$ cat src/rtl/errsec_pkg.sv
package errsec_pkg;
  typedef enum logic [1:0] {
    MODE_DEF  = 2'b00,
    MODE_THR  = 2'b01,
    MODE_RSV2 = 2'b10,
    MODE_RSV3 = 2'b11
  } mode_e;

  localparam logic [1:0] ADDR_MODE    = 2'd0;
  localparam logic [1:0] ADDR_EST     = 2'd1;
  localparam logic [1:0] ADDR_SEST_HI = 2'd2;
  localparam logic [1:0] ADDR_SEST_LO = 2'd3;

  localparam int NUM_CLS = 3;
  localparam int CLS_ES  = 0;
  localparam int CLS_BES = 1;
  localparam int CLS_SES = 2;
endpackage

$ cat src/rtl/errsec_regs.sv
module errsec_regs
  import errsec_pkg::*;
#(
  parameter int EST_W  = 8,
  parameter int SEST_W = 16
) (
  input  logic              clk_i,
  input  logic              rst_ni,
  input  logic              tick_i,
  input  logic              wr_en_i,
  input  logic [1:0]        wr_addr_i,
  input  logic [7:0]        wr_data_i,
  output mode_e             mode_o,
  output logic [EST_W-1:0]  est_o,
  output logic [SEST_W-1:0] sest_o
);
  localparam int HI_W = SEST_W - 8;

  logic [1:0]        mode_q;
  logic [EST_W-1:0]  est_q;
  logic [SEST_W-1:0] sest_q;

  // staged copies, written any time
  always_ff @(posedge clk_i or negedge rst_ni) begin
    if (!rst_ni) begin
      mode_q <= '0;
      est_q  <= '0;
      sest_q <= '0;
    end else if (wr_en_i) begin
      unique case (wr_addr_i)
        ADDR_MODE:    mode_q <= wr_data_i[1:0];
        ADDR_EST:     est_q <= EST_W'(wr_data_i);
        ADDR_SEST_HI: sest_q[SEST_W-1:8] <= wr_data_i[HI_W-1:0];
        ADDR_SEST_LO: sest_q[7:0] <= wr_data_i;
        default: ;
      endcase
    end
  end

  // active copies, applied at the second boundary
  always_ff @(posedge clk_i or negedge rst_ni) begin
    if (!rst_ni) begin
      mode_o <= MODE_DEF;
      est_o  <= '0;
      sest_o <= '0;
    end else if (tick_i) begin
      mode_o <= mode_e'(mode_q);
      est_o  <= est_q;
      sest_o <= sest_q;
    end
  end
endmodule

$ cat src/rtl/errsec_evcnt.sv
module errsec_evcnt #(
  parameter int EV_W = 16
) (
  input  logic            clk_i,
  input  logic            rst_ni,
  input  logic            err_i,
  input  logic            tick_i,
  output logic [EV_W-1:0] ev_cnt_o
);
  always_ff @(posedge clk_i or negedge rst_ni) begin
    if (!rst_ni)
      ev_cnt_o <= '0;
    else if (tick_i)
      ev_cnt_o <= EV_W'(err_i);  // tick-cycle event opens the new second
    else if (err_i && ev_cnt_o != '1)
      ev_cnt_o <= ev_cnt_o + 1'b1;
  end
endmodule

$ cat src/rtl/errsec_classify.sv
module errsec_classify
  import errsec_pkg::*;
#(
  parameter int EV_W    = 16,
  parameter int EST_W   = 8,
  parameter int SEST_W  = 16,
  parameter int SES_DEF = 320
) (
  input  mode_e              mode_i,
  input  logic [EST_W-1:0]   est_i,
  input  logic [SEST_W-1:0]  sest_i,
  input  logic [EV_W-1:0]    ev_cnt_i,
  output logic [NUM_CLS-1:0] cls_o
);
  localparam logic [EV_W-1:0] SES_LIM = EV_W'(SES_DEF);

  always_comb begin
    cls_o = '0;
    if (mode_i == MODE_THR) begin
      cls_o[CLS_ES]  = (est_i != '0) && (ev_cnt_i > EV_W'(est_i));
      cls_o[CLS_SES] = (sest_i != '0) && (ev_cnt_i > EV_W'(sest_i));
    end else begin
      cls_o[CLS_ES]  = ev_cnt_i != '0;
      cls_o[CLS_BES] = (ev_cnt_i >= EV_W'(2)) && (ev_cnt_i < SES_LIM);
      cls_o[CLS_SES] = ev_cnt_i >= SES_LIM;
    end
  end
endmodule

$ cat src/rtl/errsec_satcnt.sv
module errsec_satcnt #(
  parameter int CNT_W = 16
) (
  input  logic             clk_i,
  input  logic             rst_ni,
  input  logic             inc_i,
  output logic [CNT_W-1:0] cnt_o
);
  always_ff @(posedge clk_i or negedge rst_ni) begin
    if (!rst_ni)
      cnt_o <= '0;
    else if (inc_i && cnt_o != '1)
      cnt_o <= cnt_o + 1'b1;
  end
endmodule

$ cat src/rtl/errsec_mon.sv
module errsec_mon
  import errsec_pkg::*;
#(
  parameter int EV_W    = 16,
  parameter int EST_W   = 8,
  parameter int SEST_W  = 16,
  parameter int CNT_W   = 16,
  parameter int SES_DEF = 320
) (
  input  logic             clk_i,
  input  logic             rst_ni,
  input  logic             err_i,
  input  logic             tick_i,
  input  logic             wr_en_i,
  input  logic [1:0]       wr_addr_i,
  input  logic [7:0]       wr_data_i,
  output logic             es_o,
  output logic             bes_o,
  output logic             ses_o,
  output logic [CNT_W-1:0] es_cnt_o,
  output logic [CNT_W-1:0] bes_cnt_o,
  output logic [CNT_W-1:0] ses_cnt_o
);
  mode_e              mode_act;
  logic [EST_W-1:0]   est_act;
  logic [SEST_W-1:0]  sest_act;
  logic [EV_W-1:0]    ev_cnt;
  logic [NUM_CLS-1:0] cls, flag_q;
  logic [CNT_W-1:0]   occ_cnt [NUM_CLS];

  errsec_regs #(.EST_W(EST_W), .SEST_W(SEST_W)) u_regs (
    .clk_i, .rst_ni, .tick_i, .wr_en_i, .wr_addr_i, .wr_data_i,
    .mode_o(mode_act), .est_o(est_act), .sest_o(sest_act)
  );

  errsec_evcnt #(.EV_W(EV_W)) u_evcnt (
    .clk_i, .rst_ni, .err_i, .tick_i, .ev_cnt_o(ev_cnt)
  );

  errsec_classify #(
    .EV_W(EV_W), .EST_W(EST_W), .SEST_W(SEST_W), .SES_DEF(SES_DEF)
  ) u_cls (
    .mode_i(mode_act), .est_i(est_act), .sest_i(sest_act),
    .ev_cnt_i(ev_cnt), .cls_o(cls)
  );

  always_ff @(posedge clk_i or negedge rst_ni) begin
    if (!rst_ni) flag_q <= '0;
    else         flag_q <= tick_i ? cls : '0;
  end

  for (genvar g = 0; g < NUM_CLS; g++) begin : g_occ
    errsec_satcnt #(.CNT_W(CNT_W)) u_occ (
      .clk_i, .rst_ni, .inc_i(tick_i & cls[g]), .cnt_o(occ_cnt[g])
    );
  end

  assign es_o      = flag_q[CLS_ES];
  assign bes_o     = flag_q[CLS_BES];
  assign ses_o     = flag_q[CLS_SES];
  assign es_cnt_o  = occ_cnt[CLS_ES];
  assign bes_cnt_o = occ_cnt[CLS_BES];
  assign ses_cnt_o = occ_cnt[CLS_SES];
endmodule

$ cat config.mk
export PLATFORM = sky130hd
export DESIGN_NAME = errsec_mon
export DESIGN_NICKNAME = d
export VERILOG_FILES = /design/src/rtl/errsec_pkg.sv /design/src/rtl/errsec_regs.sv /design/src/rtl/errsec_evcnt.sv /design/src/rtl/errsec_classify.sv /design/src/rtl/errsec_satcnt.sv /design/src/rtl/errsec_mon.sv
export SDC_FILE = /design/constraint.sdc
export NUM_CORES = 1
export LEC_CHECK = 0
export CAP_MARGIN = 20
export CORE_MARGIN = 5
export CORE_UTILIZATION = 40
export CTS_CLUSTER_DIAMETER = 150
export CTS_CLUSTER_SIZE = 16
export DETAILED_ROUTE_END_ITERATION = 8
export SKIP_CTS_REPAIR_TIMING = 1
export SYNTH_ARGS = -nofsm -noshare
export SYNTH_HDL_FRONTEND = slang
export SYNTH_HIERARCHICAL = 1
export SYNTH_SLANG_ARGS = --single-unit
$ cat constraint.sdc
create_clock -name clk_i -period 2.54 [get_ports clk_i]
set_input_delay 0.381 -clock clk_i [delete_from_list [all_inputs] [get_ports clk_i]]
set_output_delay 0.381 -clock clk_i [all_outputs]
set_load 0.01 [all_outputs]
# Yosys cells after proc, flatten, opt, wreduce, memory -nomap -nowiden
# Index checks and enable logic that the tools add are counted.
# totals
in_bits	15
out_inout_bits	51
elab_cells	54
regBits	119
# op_classes
n_reduce_logical	16
bitwise_logic	3
n_addsub	4
eq_ne	8
n_lt_le_gt_ge	5
n_mux	6
# op_table
op	count
$add A16 B1 Y16 const B	4
$ne A16 B16 Y1 const B	4
$mux W16	2
$reduce_bool A16 Y1	2
$ge A16 B2 Y1 const B	1
$ge A16 B9 Y1 const B	1
$gt A16 B16 Y1	1
$gt A16 B8 Y1	1
$lt A16 B9 Y1 const B	1
$reduce_and A2 Y1	4
$reduce_bool A8 Y1	1
$logic_and A1 B1 Y1	7
$eq A2 B1 Y1 const B	2
$eq A2 B2 Y1 const B	2
$and A1 B1 Y1	3
$mux W1	3
$mux W3	1
$logic_not A2 Y1	1
$reduce_bool A2 Y1	1

# Logic depth before layout (Yosys ltp)
# Gate-level depths: netlist of run 1.
# depth
ltp_word	5
mapped_depth	12
depth_no_buf	12

# Cells and area by module
# Netlist of run 1, hierarchy kept.
# by_module_without_submodules
mod	instances	cells_each	seq_area_each_um2	area_each_um2
errsec_satcnt	3	72	400.4	859.6
errsec_regs	1	111	1301.2	1946.9
errsec_evcnt	1	102	400.4	959.7
errsec_classify	1	106	0.0	737.0
errsec_mon	1	6	75.1	93.8

# Worst setup path after synthesis of run 1
# Ideal clock, no wire load.
# synth_timing
kind	flip-flop to flip-flop
startpoint	register u_evcnt.ev_cnt_o[2]
endpoint	register g_occ[2].u_occ.cnt_o[7]
t_required_ps	2408
arrival_ps	2445
period_less_slack_ps	2578
path_stages_with_launch	11
n_path_buf	0
slack_ps	-38
setup_time_ps	132
cell_sequence	dfrtp_1 ha_1 nand4_1 or4_1 a22oi_1 a41oi_1 and2_1 and3_1 and4_2 a31oi_1 a31oi_1
# synth_between
elab_chain_len	5
# synth_lines
element	line	text
start, declared	errsec_evcnt.sv:8	output logic [EV_W-1:0] ev_cnt_o
start signal, assigned	errsec_evcnt.sv:14	ev_cnt_o <= EV_W'(err_i);
start signal, assigned	errsec_evcnt.sv:16	ev_cnt_o <= ev_cnt_o + 1'b1;
$gt A16 B16 Y1	errsec_classify.sv:21	cls_o[CLS_SES] = (sest_i != '0) && (ev_cnt_i > EV_W'(sest_i));
$logic_and A1 B1 Y1	errsec_classify.sv:21	
$mux W1 *	errsec_classify.sv:19	if (mode_i == MODE_THR) begin
net cls[2]	errsec_mon.sv:28	logic [NUM_CLS-1:0] cls, flag_q;
$and A1 B1 Y1 *	errsec_mon.sv:54	.clk_i, .rst_ni, .inc_i(tick_i & cls[g]), .cnt_o(occ_cnt[g])
$logic_and A1 B1 Y1 *	errsec_satcnt.sv:12	else if (inc_i && cnt_o != '1)
end signal, assigned	errsec_satcnt.sv:13	cnt_o <= cnt_o + 1'b1;
end, declared	errsec_satcnt.sv:7	output logic [CNT_W-1:0] cnt_o
# Mark *: on every way through the listed nets, which the timed path passes. The rest lies on a longest branch.
# A chain may end at the register's enable or synchronous reset.

# Final worst setup path of run 1
# layout_timing
startpoint	register u_regs.sest_o[11]
endpoint	register g_occ[2].u_occ.cnt_o[7]
# layout_between
elab_chain_len	5
# layout_lines
element	line	text
start, declared	errsec_regs.sv:15	output logic [SEST_W-1:0] sest_o
start signal, assigned	errsec_regs.sv:49	sest_o <= sest_q;
$gt A16 B16 Y1 / $reduce_bool A16 Y1 (equally long branches)	errsec_classify.sv:21	
$logic_and A1 B1 Y1 *	errsec_classify.sv:21	
$mux W1 *	errsec_classify.sv:19	
net cls[2]	errsec_mon.sv:28	
$and A1 B1 Y1 *	errsec_mon.sv:54	
$logic_and A1 B1 Y1 *	errsec_satcnt.sv:12	
# Marked as above.

==> impl_results.md, run 1 <==
- Status: complete, but fails checks
- Violations in the final reports: negative setup slack
- Worst Reg2Reg Path Length in Cells: 11
- Setup ws final: -93.2 ps
- Placer Congestion: ~0.86
- WP data arrival: 2920 ps
- Maximum clock rate: 0.380 GHz
- Power Density: 705 nW/um2
- Kind of path behind the tightest hold check: input port to asynchronous set/reset pin
- Finished Cell Area: 8670 um2
- Initial core utilization: 0.402
- Fin util: 0.552
- Part of the cycle the worst path needs: 1.04
- Yosys reg bits: 119
- Cells after Synth: 541
- Synth async-reset ratio: 1.00
- Seq/Total Area, Yosys: 0.471
- Worst slew margin relative to its limit: 0.520
- Ports: 66
- Startpoint of the most critical register-to-register path: u_regs/sest_o[11]$_DFFE_PN0P_
- Clock-pin slew of the registers on the worst-case setup and hold paths: 50 ps
- Filler instances: 1,367
- Max-slew violation count: 0
- Share of final-layout standard cells stronger than drive strength 1: 0.341
- Vias per std cell: 5.42
- Residual DRC: 0
- Overall overflow remaining after global route: 0
- TritonCTS Buffers: 17
- Number of flops mapped to enable cells by yosys: 0
- Max VDD drop: 0.000437 V
- Number of library cell types mapped by synthesis: 59
- Mapped Nets: 584
- Final Hold Viols: 0
- Overall track demand over capacity in global routing: 0.174
- Wire length after detailed routing: 15,500 um
- Clk sinks: approximately 120
- CTS H-tree lvls: 4
- Final ANT Viol Nets: 0
- Terminus of the critical flop-to-flop path: g_occ[2].u_occ/cnt_o[7]$_DFFE_PN0P_
- Layout Nets: 731
- Number of global-route vias before repair: 5,136
- Most frequent standard cell in the layout excluding fill and tap cells: dfrtp_1
- Top FF cell, synth: dfrtp_1
- Cell Area, Synth: 6320 um2
- Count of warnings emitted by yosys: 6
- Clk Latency, worst-skew pair: around 420 ps
- Critical path data required time: 2830 ps
- Static leakage: 3.79 nW
- Placement row count: 46
- Critical path launch point type: flip-flop
- TritonRoute pass-1 iters: 5
- CTS root buffer: clkbuf_16
- Number of buffers added on ports: 65
- Number of violations reported at the end of detailed-routing iteration 0: about 310
- Standard cell area after detailed placement: 7680 um2
- Maximum net fanout on the critical path: 5
- Clock tree from TritonCTS: yes
- Transition time at the pin with the least slew margin: 720 ps
- Largest net degree at the start of global routing: 120
- Unrepaired setup endpoints after global routing: true
- Layout overhead on the synthesized area: 37.3%
- Worst clock skew: about 21 ps
- Area enclosed by the die boundary: 18,400 um2
- Total inserted antenna cells: 0
- Minimum period implied by the final worst setup slack: 2630 ps
- Maximum capacitance violations: 0
- Area of the placeable core: about 16,000 um2
- WL/cell: 16.9 um
- Mean area per synthesized cell: 11.7 um2
- Kind of end point of the critical path: flip-flop
- Wire length of the first global-routing pass: 25,600 um
- Vias: 4,968
- Commonest cells after routing, fill and taps aside: 114 x dfrtp_1, 63 x clkdlybuf4s50_1, 60 x buf_4
- Kind of critical path: flip-flop to flip-flop
- Post-Route Setup TNS: -295 ps
- Antenna violations before repair: 0
- Slack of the worst reg-to-reg path: -90 ps
- DPL Wire Length: 10,900 um
- Die Height: 136 um
- Final count of negative-setup-slack endpoints: 5
- Maximum count of clock buffers along a single path: 2
- DIE WIDTH: approximately 140 um
-- state kept, by name, indices dropped and copies added (netlist names) --
signal,cells
u_regs/mode_o,2
u_regs/sest_o,16
u_regs/est_o,8
u_regs/est_q,8
g_occ.u_occ/cnt_o,48
flag_q,3
u_evcnt/ev_cnt_o,16
u_regs/sest_q,16
u_regs/mode_q,2
-- cell usage after synthesis, types with 5 or more instances --
master / instances / area, um2
dfrtp_1: 119 / 2980
mux2_2: 55 / 619
nand4_1: 34 / 213
ha_1: 28 / 350
inv_1: 28 / 105
a21oi_1: 24 / 120
nand3_1: 22 / 110
nor2_1: 22 / 82.6
nand2_1: 21 / 78.8
o21a_1: 16 / 120
xnor2_1: 15 / 131
nor4_1: 11 / 68.8
a31oi_1: 10 / 62.6
o21ai_0: 10 / 50.1
nor3_1: 8 / 40.0
and3_1: 7 / 43.8
nor2b_1: 7 / 43.8
nor4_4: 6 / 128
xor2_1: 6 / 52.6
o211ai_1: 5 / 37.5
-- layer usage --
layer	track usage	up-vias	routed length (um)
li1	-	2366	-
met1	0.226	2495	6930
met2	0.285	90	7800
met3	0.0446	17	564
met4	0.0560	0	196
met5	0	-	0
-- cells by family (layout without fill, tap and decap cells) --
family | after synthesis | after routing | share of synthesized area
xor+xnor | 21 | 21 | 0.0291
buf+inv | 36 | 196 | 0.0238
compound gates | 89 | 89 | 0.101
mux | 61 | 61 | 0.108
simple gates | 187 | 187 | 0.211
fa+ha+maj | 28 | 28 | 0.0555
flops | 119 | 119 | 0.471
-- cell type report --
type                    count  area, um2  area share
inverters                  28        105      0.0121
repair buffers            136       1230       0.142
well taps                 216        270      0.0312
clock inverters             7        115      0.0133
clock buffers              25        505      0.0583
flip-flops and latches    119       2980       0.344
multi-input cells         386       3460       0.399
-- worst max-delay path, stage by stage (launching register included) --
cell and delay [ps]:
dfrtp_1 340, inv_1 80, ha_4 270, nand4_1 210, or4_4 600, a22oi_2 160
a41oi_2 70, and2_4 190, and3_4 200, and4_4 200, a31oi_2 130, a31oi_1 60
-- per-stage QoR --
step                      hold slack (ps)  power, mW  worst slack, ps  std cells
after CTS                             101       6.05             -256        909
after global placement                480       3.48             -124        877
after detailed placement              489       3.52             -205        877
after floorplan                      85.4       2.94             25.5        541
final                                7.25       6.11            -93.2        917
after global routing                  110       6.43             -183        917
-- worst max-delay path by stage --
stage                                      from                              endpoint  slack [ps]  cells after the start
2_1_floorplan   u_evcnt/ev_cnt_o[2]$_DFFE_PN0P_   g_occ[2].u_occ/cnt_o[7]$_DFFE_PN0P_          30                     10
3_3_place_gp    u_evcnt/ev_cnt_o[7]$_DFFE_PN0P_   g_occ[2].u_occ/cnt_o[7]$_DFFE_PN0P_        -120                     10
3_5_place_dp    u_evcnt/ev_cnt_o[7]$_DFFE_PN0P_  g_occ[2].u_occ/cnt_o[15]$_DFFE_PN0P_        -210                     10
4_1_cts         u_evcnt/ev_cnt_o[1]$_DFFE_PN0P_  g_occ[2].u_occ/cnt_o[15]$_DFFE_PN0P_        -260                     11
5_1_grt        u_evcnt/ev_cnt_o[11]$_DFFE_PN0P_   g_occ[2].u_occ/cnt_o[7]$_DFFE_PN0P_        -180                     10
6_report          u_regs/sest_o[11]$_DFFE_PN0P_   g_occ[2].u_occ/cnt_o[7]$_DFFE_PN0P_         -90                     11
-- report_power, final --
group,internal (mW),total (mW),leakage (nW),switching (mW)
Clock,1.67,2.50,0.299,0.827
Combinational,0.664,1.20,1.97,0.537
Sequential,2.16,2.42,1.52,0.256
Note: power is estimated with default switching activity, not from simulation.
==> run 2, diff against run 1 <==
CELL_PAD_IN_SITES_DETAIL_PLACEMENT = 1   (was not set)
CELL_PAD_IN_SITES_GLOBAL_PLACEMENT = 1   (was not set)
PLACE_DENSITY_LB_ADDON = 0.1   (was not set)
==> impl_results.md, run 2 (synthesis gave the netlist of run 1 again) <==
- Power Density: 706 nW/um2 (about the same)
- Startpoint of the tightest hold check path: tick_i
- Worst slew margin relative to its limit: 0.635 (+0.114)
- Number of cells in the finished layout apart from fillers: 929 (+1.3%)
- Kind of end point of the critical path: flip-flop
- Worst-case hold path end point: u_regs/sest_o[1]$_DFFE_PN0P_
- Maximum clock rate: 0.353 GHz (-7.1%)
- Layout overhead on the synthesized area: 36.9%
- Max VDD drop: 0.000584 V (+34%)
- Area enclosed by the die boundary: 18,400 um2 (unchanged)
- Static leakage: 3.82 nW (+0.78%)
- WP data arrival: 3120 ps (+200 ps)
- Overall overflow remaining after global route: 0 (unchanged)
- Status: complete, but fails checks
- DIE WIDTH: 136 um (unchanged)
- Maximum count of clock buffers along a single path: 2 (unchanged)
- DPL Wire Length: 12,800 um (+17%)
- Number of global-route vias before repair: 5,555 (+8.2%)
- Area of the placeable core: 15,700 um2 (unchanged)
- Max-slew violation count: 0 (unchanged)
- Placement row count: 46 (unchanged)
- Post-route total power: 6.10 mW (-0.19%)
- Kind of critical path: flip-flop to flip-flop
- Instance count after placement with tap cells included: 880 (+0.34%)
- TritonRoute pass-1 iters: 4 (-1)
- Vias per std cell: 5.47 (+0.97%)
- Terminus of the critical flop-to-flop path: g_occ[2].u_occ/cnt_o[7]$_DFFE_PN0P_
- Placer Congestion: 0.795 (-7.1%)
- Number of buffers added on ports: 65 (unchanged)
- WL/cell: 19.1 um (+13%)
- Part of the cycle the worst path needs: 1.12 (+0.0789)
- Setup ws final: -294 ps (-200 ps)
- CTS root buffer: clkbuf_16
- Worst clock skew: 14.5 ps (-6.42 ps)
- Kind of path behind the tightest hold check: input port to flip-flop
- Layout Nets: 743 (+1.6%)
- Critical path launch point type: flip-flop
- Final count of negative-setup-slack endpoints: 16 (+11)
- Transition time at the pin with the least slew margin: 548 ps (-172 ps)
- Slack of the worst reg-to-reg path: -290 ps (-200 ps)
- TritonCTS Buffers: 17 (unchanged)
- Startpoint of the most critical register-to-register path: u_regs/sest_o[13]$_DFFE_PN0P_
- Most flop-heavy register: g_occ.u_occ/cnt_o
- Commonest cells after routing, fill and taps aside: 115 x dfrtp_1, 78 x buf_4, 63 x clkdlybuf4s50_1
- Ports: 66 (unchanged)
- Final Hold Viols: 0 (unchanged)
- Die Height: 136 um (unchanged)
- CP Launch Point: u_regs/sest_o[13]$_DFFE_PN0P_
- Maximum net fanout on the critical path: 4 (-1)
- Violations in the final reports: negative setup slack
- Total inserted antenna cells: 0 (unchanged)
- Clock tree from TritonCTS: yes
- Hold Path Stages: 2
- Wire length after detailed routing: 17,700 um (+14%)
- Number of violations reported at the end of detailed-routing iteration 0: 222 (-29%)
- Worst Reg2Reg Path Length in Cells: 13 (+2)
- Clock-pin slew of the registers on the worst-case setup and hold paths: 60 ps (about the same)
- Flip-flop count of the largest register, all copies and words added: 48 (unchanged)
- Clk Latency, worst-skew pair: 420 ps (about the same)
- Minimum period implied by the final worst setup slack: 2830 ps (+200 ps)
- Wire length of the first global-routing pass: 28,800 um (+12%)
- Overall track demand over capacity in global routing: 0.199 (+0.0247)
- Clk sinks: 119 (unchanged)
- Vias: 5,082 (+2.3%)
- Antenna violations before repair: 0 (unchanged)
- Final ANT Viol Nets: 0 (unchanged)
- Unrepaired setup endpoints after global routing: true
- Critical path data required time: 2820 ps (about the same)
- Initial core utilization: 0.402 (unchanged)
- Maximum capacitance violations: 0 (unchanged)
- Residual DRC: 0 (unchanged)
- Largest net degree at the start of global routing: 46 (-62%)
- Most frequent standard cell in the layout excluding fill and tap cells: dfrtp_1
- CTS H-tree lvls: 4 (unchanged)
- Share of final-layout standard cells stronger than drive strength 1: 0.349 (+0.00829)
==> run 2: changes by cell type in the layout (fill, tap and decap cells not counted), moves of 5 or more <==
cell      previous run  this run
ha_4                10         5
ha_1                18        23
buf_6               11         4
buf_4               60        78
clkbuf_8             5         0
==> run 2: layout make-up <==
| class | count | area, um2 |
|---|---|---|
| flip-flops and latches | 119 | 2980 |
| clock inverters | 15 | 168 |
| inverters | 28 | 105 |
| well taps | 216 | 270 |
| repair buffers | 148 | 1300 |
| clock buffers | 17 | 425 |
| fillers | 1656 | 7060 |
| multi-input cells | 386 | 3400 |
==> run 2: worst max-delay path, stage by stage, from the launching register on <==
cell,delay (ps)
dfrtp_1,410
inv_1,80
ha_1,300
nand4_1,140
buf_4,180
or4_4,410
a22oi_2,150
a41oi_2,60
and2_4,200
buf_4,140
and3_4,190
and4_4,210
a31oi_4,170
a31oi_1,50
==> run 2: worst max-delay path by stage <==
stage | end | slack [ps] | cells after the start
3_3_place_gp | g_occ[2].u_occ/cnt_o[10]$_DFFE_PN0P_ | -120 | 11
4_1_cts | g_occ[2].u_occ/cnt_o[10]$_DFFE_PN0P_ | -320 | 10
3_5_place_dp | g_occ[2].u_occ/cnt_o[7]$_DFFE_PN0P_ | -200 | 10
5_1_grt | g_occ[2].u_occ/cnt_o[15]$_DFFE_PN0P_ | -410 | 11
6_report | g_occ[2].u_occ/cnt_o[7]$_DFFE_PN0P_ | -290 | 13
2_1_floorplan | g_occ[2].u_occ/cnt_o[7]$_DFFE_PN0P_ | 30 | 10
==> run 2: per-layer routing <==
metal,share of wire,track usage,routed length [um],vias to the layer above
li1,-,-,-,2395
met1,0.45,0.256,7920,2594
met2,0.51,0.340,9070,73
met3,0.026,0.0427,454,20
met4,0.015,0.0498,269,0
met5,0,0,0,-
==> run 2: report_power, final <==
part           internal (mW)  leakage [nW]  switching, mW  total [mW]
combinational          0.686          2.01          0.564        1.25
clock                   1.47         0.284          0.958        2.42
sequential              2.16          1.52          0.269        2.43
==> run 2: per-stage QoR <==
stage / area (um2) / util / setup TNS, ps / setup WS (ps) / hold WS (ps)
finish: 8650 / 0.550 / -2230 / -294 / 426
global route: 8650 / 0.550 / -4170 / -406 / 437
CTS: 8290 / 0.528 / -4440 / -321 / -37.6
detailed placement: 7700 / 0.490 / -1910 / -198 / 402
global placement: 7700 / 0.490 / -891 / -119 / 395
floorplan: 6320 / - / 0 / 25.5 / 85.4
